--- config.mk ---
export PLATFORM = sky130hd
export DESIGN_NAME = irq_hub
export DESIGN_NICKNAME = d
export VERILOG_FILES = /design/src/rtl/irq_hub_pkg.sv /design/src/rtl/irq_bus_dec.sv /design/src/rtl/irq_req_bank.sv /design/src/rtl/irq_cpu_gate.sv /design/src/rtl/irq_hub.sv
export SDC_FILE = /design/constraint.sdc
export NUM_CORES = 1
export LEC_CHECK = 0
export CAP_MARGIN = 40
export CORE_MARGIN = 5
export CORE_UTILIZATION = 65
export DETAILED_ROUTE_END_ITERATION = 10
export DONT_BUFFER_PORTS = 1
export PLACE_DENSITY = 0.9
export SLEW_MARGIN = 20
export SYNTH_ARGS = -nofsm -noshare
export SYNTH_HDL_FRONTEND = slang
export SYNTH_SLANG_ARGS = --single-unit
--- constraint.sdc ---
create_clock -name clk -period 2.89 [get_ports clk]
set_clock_uncertainty 0.2 [all_clocks]
set_input_delay 0.578 -clock clk [delete_from_list [all_inputs] [get_ports clk]]
set_output_delay 0.578 -clock clk [all_outputs]
set_load 0.02 [all_outputs]
--- src/rtl/irq_hub_pkg.sv ---
package irq_hub_pkg;
  localparam int ADDR_W = 3;
  localparam int DATA_W = 8;
  localparam int MAX_SRC = 8;

  typedef enum logic [ADDR_W-1:0] {
    A_REQ  = 3'd0,
    A_ENA  = 3'd1,
    A_PEND = 3'd2,
    A_TRIG = 3'd3,
    A_CLR  = 3'd4,
    A_GATE = 3'd5
  } reg_addr_e;
endpackage

--- src/rtl/irq_bus_dec.sv ---
module irq_bus_dec
  import irq_hub_pkg::*;
#(
  parameter int NSRC = 8
) (
  input  logic              sel,
  input  logic              wr_en,
  input  logic [ADDR_W-1:0] addr,
  input  logic [DATA_W-1:0] wdata,
  output logic [NSRC-1:0]   trig_mask,
  output logic [NSRC-1:0]   clr_mask,
  output logic              ena_we,
  output logic [NSRC-1:0]   ena_wd
);
  logic wr_hit;
  assign wr_hit    = sel && wr_en;
  assign trig_mask = (wr_hit && addr == A_TRIG) ? wdata[NSRC-1:0] : '0;
  assign clr_mask  = (wr_hit && addr == A_CLR)  ? wdata[NSRC-1:0] : '0;
  assign ena_we    = wr_hit && addr == A_ENA;
  assign ena_wd    = wdata[NSRC-1:0];
endmodule

--- src/rtl/irq_req_bank.sv ---
module irq_req_bank #(
  parameter int NSRC = 8
) (
  input  logic            clk,
  input  logic            rst,
  input  logic [NSRC-1:0] src,
  input  logic [NSRC-1:0] trig_mask,
  input  logic [NSRC-1:0] clr_mask,
  input  logic            ena_we,
  input  logic [NSRC-1:0] ena_wd,
  output logic [NSRC-1:0] req_q,
  output logic [NSRC-1:0] ena_q,
  output logic [NSRC-1:0] pend
);
  for (genvar i = 0; i < NSRC; i++) begin : g_bit
    always_ff @(posedge clk) begin
      if (rst) begin
        req_q[i] <= 1'b0;
        ena_q[i] <= 1'b0;
      end else begin
        req_q[i] <= (req_q[i] & ~clr_mask[i]) | src[i] | trig_mask[i];
        if (ena_we) ena_q[i] <= ena_wd[i];
      end
    end


    src_sets_chk: assert property (@(posedge clk) disable iff (rst)
      src[i] |=> req_q[i]);

    sticky_chk: assert property (@(posedge clk) disable iff (rst)
      (req_q[i] && !clr_mask[i]) |=> req_q[i]);

    trig_sets_chk: assert property (@(posedge clk) disable iff (rst)
      trig_mask[i] |=> req_q[i]);
  end

  assign pend = req_q & ena_q;


  ena_write_chk: assert property (@(posedge clk) disable iff (rst)
    ena_we |=> ena_q == $past(ena_wd));
endmodule

--- src/rtl/irq_cpu_gate.sv ---
module irq_cpu_gate #(
  parameter int NSRC = 8
) (
  input  logic            clk,
  input  logic            rst,
  input  logic [NSRC-1:0] pend,
  input  logic            cpu_ack,
  output logic            gate_q,
  output logic            cpu_irq
);
  logic any_pend;
  assign any_pend = |pend;

  always_ff @(posedge clk) begin
    if (rst)           gate_q <= 1'b0;
    else if (cpu_ack)  gate_q <= 1'b0;
    else if (!any_pend) gate_q <= 1'b1;
  end

  assign cpu_irq = any_pend & gate_q;


  ack_drops_chk: assert property (@(posedge clk) disable iff (rst)
    cpu_ack |=> !cpu_irq);

  rearm_chk: assert property (@(posedge clk) disable iff (rst)
    (!any_pend && !cpu_ack) |=> gate_q);
endmodule

--- src/rtl/irq_hub.sv ---
module irq_hub
  import irq_hub_pkg::*;
#(
  parameter int NSRC = 8
) (
  input  logic              clk,
  input  logic              rst,
  input  logic              sel,
  input  logic [ADDR_W-1:0] addr,
  input  logic              rd_en,
  input  logic              wr_en,
  input  logic [DATA_W-1:0] wdata,
  output logic [DATA_W-1:0] rdata,
  output logic              ready,
  input  logic [NSRC-1:0]   src,
  output logic              cpu_irq,
  input  logic              cpu_ack
);
  localparam int PAD_W = DATA_W - NSRC;

  logic [NSRC-1:0] trig_mask, clr_mask, ena_wd, req_q, ena_q, pend;
  logic            ena_we, gate_q;

  irq_bus_dec #(.NSRC(NSRC)) u_dec (
    .sel(sel), .wr_en(wr_en), .addr(addr), .wdata(wdata),
    .trig_mask(trig_mask), .clr_mask(clr_mask),
    .ena_we(ena_we), .ena_wd(ena_wd)
  );

  irq_req_bank #(.NSRC(NSRC)) u_bank (
    .clk(clk), .rst(rst), .src(src),
    .trig_mask(trig_mask), .clr_mask(clr_mask),
    .ena_we(ena_we), .ena_wd(ena_wd),
    .req_q(req_q), .ena_q(ena_q), .pend(pend)
  );

  irq_cpu_gate #(.NSRC(NSRC)) u_gate (
    .clk(clk), .rst(rst), .pend(pend), .cpu_ack(cpu_ack),
    .gate_q(gate_q), .cpu_irq(cpu_irq)
  );

  function automatic logic [DATA_W-1:0] widen(input logic [NSRC-1:0] v);
    logic [DATA_W-1:0] r;
    r = '0;
    r[NSRC-1:0] = v;
    return r;
  endfunction

  always_comb begin
    rdata = '0;
    if (sel && rd_en) begin
      case (addr)
        A_REQ:   rdata = widen(req_q);
        A_ENA:   rdata = widen(ena_q);
        A_PEND:  rdata = widen(pend);
        A_GATE:  rdata = {{(DATA_W-1){1'b0}}, gate_q};
        default: rdata = '0;
      endcase
    end
  end

  assign ready = 1'b1;

  initial begin
    if (NSRC < 1 || NSRC > MAX_SRC || PAD_W < 0)
      $error("irq_hub: NSRC must be 1..8");
  end


  irq_needs_pend_chk: assert property (@(posedge clk) disable iff (rst)
    cpu_irq |-> (req_q & ena_q) != '0);

  idle_bus_chk: assert property (@(posedge clk) disable iff (rst)
    !(sel && rd_en) |-> rdata == '0);
endmodule

==> results by group <==
Logic synthesis
  – Most used DFF post-synth: dfxtp_1
  – Top cells by area, synth: dfxtp_1 34%, o21ai_0 10%, a21oi_1 7.9%
  – Mapped Area: 1010 µm²
  – Number of flops mapped to enable cells by yosys: 0
  – Synth Register Bits: 17
  – Yosys warning total: 0
  – Distinct cells, synth: 30
  – Syn Nets: 160
  – Seq/Total Area, Yosys: 0.336
  – Syn_area_per_cell: 7.50 µm²
  – Post-synth top area share: 0.336
  – Mapped Cells: 135
  – Most area-hungry cell type in the Yosys netlist: dfxtp_1
  – Ys async rst share: 0

GRT
  – GR Overflow Total: 0
  – First-pass GRT wire length: 4.23 mm
  – Initial antenna violation count: 0
  – Total GRT Usage: 0.214
  – Largest net degree at the start of global routing: 18
  – Vias in the first global route: 933

Placed design
  – Dpl cells: 143
  – Placed cell areas: 985 µm²
  – Setup Slack @ Placement: 474 ps
  – RD Place Congestion: 0.811
  – HPWL after detailed placement: 1.79 mm
  – Port Buffers: 0

Worst setup path
  – Max FO, Critical Path: 15
  – Worst path slowest cell: or3_1
  – Crit path from: addr[0]
  – Startpoint types: primary input
  – Crit Path Category: primary input to output pin
  – Crit path capture type: output pin
  – Buffers & Inverters on Critical Path: 0
  – Top cell family by delay on the critical path: simple AND/OR/NAND/NOR gates
  – Data required, critical path: 2110 ps
  – Worst path max stage delay: 540 ps
  – Worst EP arrival: 1640 ps
  – FF-to-FF Start: u_bank.req_q[2]$_SDFF_PP0_
  – Worst path cell trace: and2_4, or3_1, a21oi_2

STA
  – Unrepaired setup endpoints after global routing: false
  – Final worst slack: 477 ps
  – Final Cycle Share: 0.835
  – Fmax: 414 MHz
  – Slew headroom: 0.604
  – WHS: 131 ps
  – Slew of the pin with the lowest slew margin: 595 ps
  – Hold Fails Final Rpt: 0
  – Fin crit period: 2410 ps
  – Max Slew Vio Count: 0
  – Final setup TNS: 0 ps
  – Final setup viols: 0

Final layout
  – Sequential Area: 340 µm²
  – Syn-to-layout area delta: -0.124%
  – Final instance area: 1010 µm²
  – Final Net Count: 157
  – Footprint of the multi-input gates: 606 µm²
  – Post-Layout Cell Count: 147
  – Layout cells sized above 1: 0.0992
  – Antenna diodes: 0
  – Commonest non-fill, non-tap cell in the layout: o21ai_0
  – FILL cells: 125
  – Commonest cells after routing, fill and taps aside: 21 x o21ai_0, 17 x dfxtp_1, 16 x nand2_1, 16 x a21oi_1, 9 x nand3_1

Detailed routing
  – Detailed Routing Iterations Pass 1: 4
  – Via density: 6.93
  – Final ANT Viol Nets: 0
  – Vias after detailed routing: 1,019
  – Per-cell routed wire length: 17.7 µm
  – Initial DRC Count: 31
  – DRC errors left: 0
  – WL final: 2.60 mm

Clock network
  – CTS tree: built
  – CTS-repair resized insts: 0
  – CTS Buf Count: 3
  – H-Tree Depth: 1
  – Clock sink count: 17
  – CTS root buffer: clkbuf_4
  – Clk buf depth: 2
  – CTS clk-pin slew, worst paths: 100 ps
  – # hold bufs at CTS: 0
  – Setup repair bufs after CTS: 0
  – Clock Latency Late Sink: 300 ps

Run
  – Max-cap violation count: 0

Power and ir drop
  – Pwr/cell area: 429 nW/µm²
  – Leakage power: 0.000308 µW
  – IR drop worst, VDD: 0.259 mV

Floorplanning
  – Row Count: 14
  – Initial cell density of the core: 0.680
  – Num ports: 35
  – Die ar.: 2450 µm²
  – Core Region: 1490 µm²
  – Die W: 49.5 µm
  – Die height: 49.5 µm

Worst hold path
  – Hold Crit Start: rst
  – Worst hold path class: primary input to flop

Outcome
  – Status: completed
## per-stage QoR
step | power, µW | util
6_report | 434 | 0.679
5_1_grt | 454 | 0.679
3_3_place_gp | 306 | 0.661
3_5_place_dp | 308 | 0.661
2_1_floorplan | 307 | -
4_1_cts | 434 | 0.679
## metal layers
metal | up-vias | GRT usage | wire length, µm
met5 | - | 0 | 0
met4 | 0 | 0.0830 | 36
met1 | 483 | 0.266 | 1040
li1 | 479 | - | -
met3 | 5 | 0.0693 | 289
met2 | 52 | 0.339 | 1240
## synthesized netlist by cell type, types with 2 or more instances
| cell | n |
|---|---|
| a22oi_1 | 4 |
| nand2b_1 | 3 |
| buf_6 | 2 |
| dfxtp_1 | 17 |
| o21ai_0 | 21 |
| nor2b_1 | 8 |
| a31oi_1 | 8 |
| a21oi_2 | 7 |
| buf_2 | 5 |
| a21oi_1 | 16 |
| nand2_1 | 16 |
| nand3_1 | 9 |
| o21ai_1 | 2 |
## layout make-up
cell class | count | area share
multi-input combinational | 107 | 0.599
sequential | 17 | 0.337
clock buffer | 4 | 0.0260
tap | 16 | 0.0198
timing repair buffer | 2 | 0.0149
inverter | 1 | 0.00371
## cells by family after synthesis
kind of cell | after synthesis | share of synthesized area
compound gates | 61 | 0.356
buf+inv | 11 | 0.0655
flops | 17 | 0.336
other cells | 1 | 0.00370
simple gates | 45 | 0.239
## report_power, final
group / internal [µW] / switching, µW
clock network: 53.8 / 76.1
registers: 245 / 8.93
logic: 20.2 / 29.9
## state kept, by name, indices dropped and copies added, names as in the netlist
| name | count |
|---|---|
| u_bank.req_q | 8 |
| u_bank.ena_q | 8 |
| u_gate.gate_q | 1 |
## worst paths after layout
kind,end,slack [ps],cells after the start
setup / recovery,rdata[5],480,3
hold reg to reg,u_gate.gate_q$_SDFFE_PP0N_,270,2
setup reg to reg,u_gate.gate_q$_SDFFE_PP0N_,1660,3
hold / removal,u_bank.ena_q[6]$_SDFFE_PP0P_,130,1
Note: power is estimated with default switching activity, not from simulation.
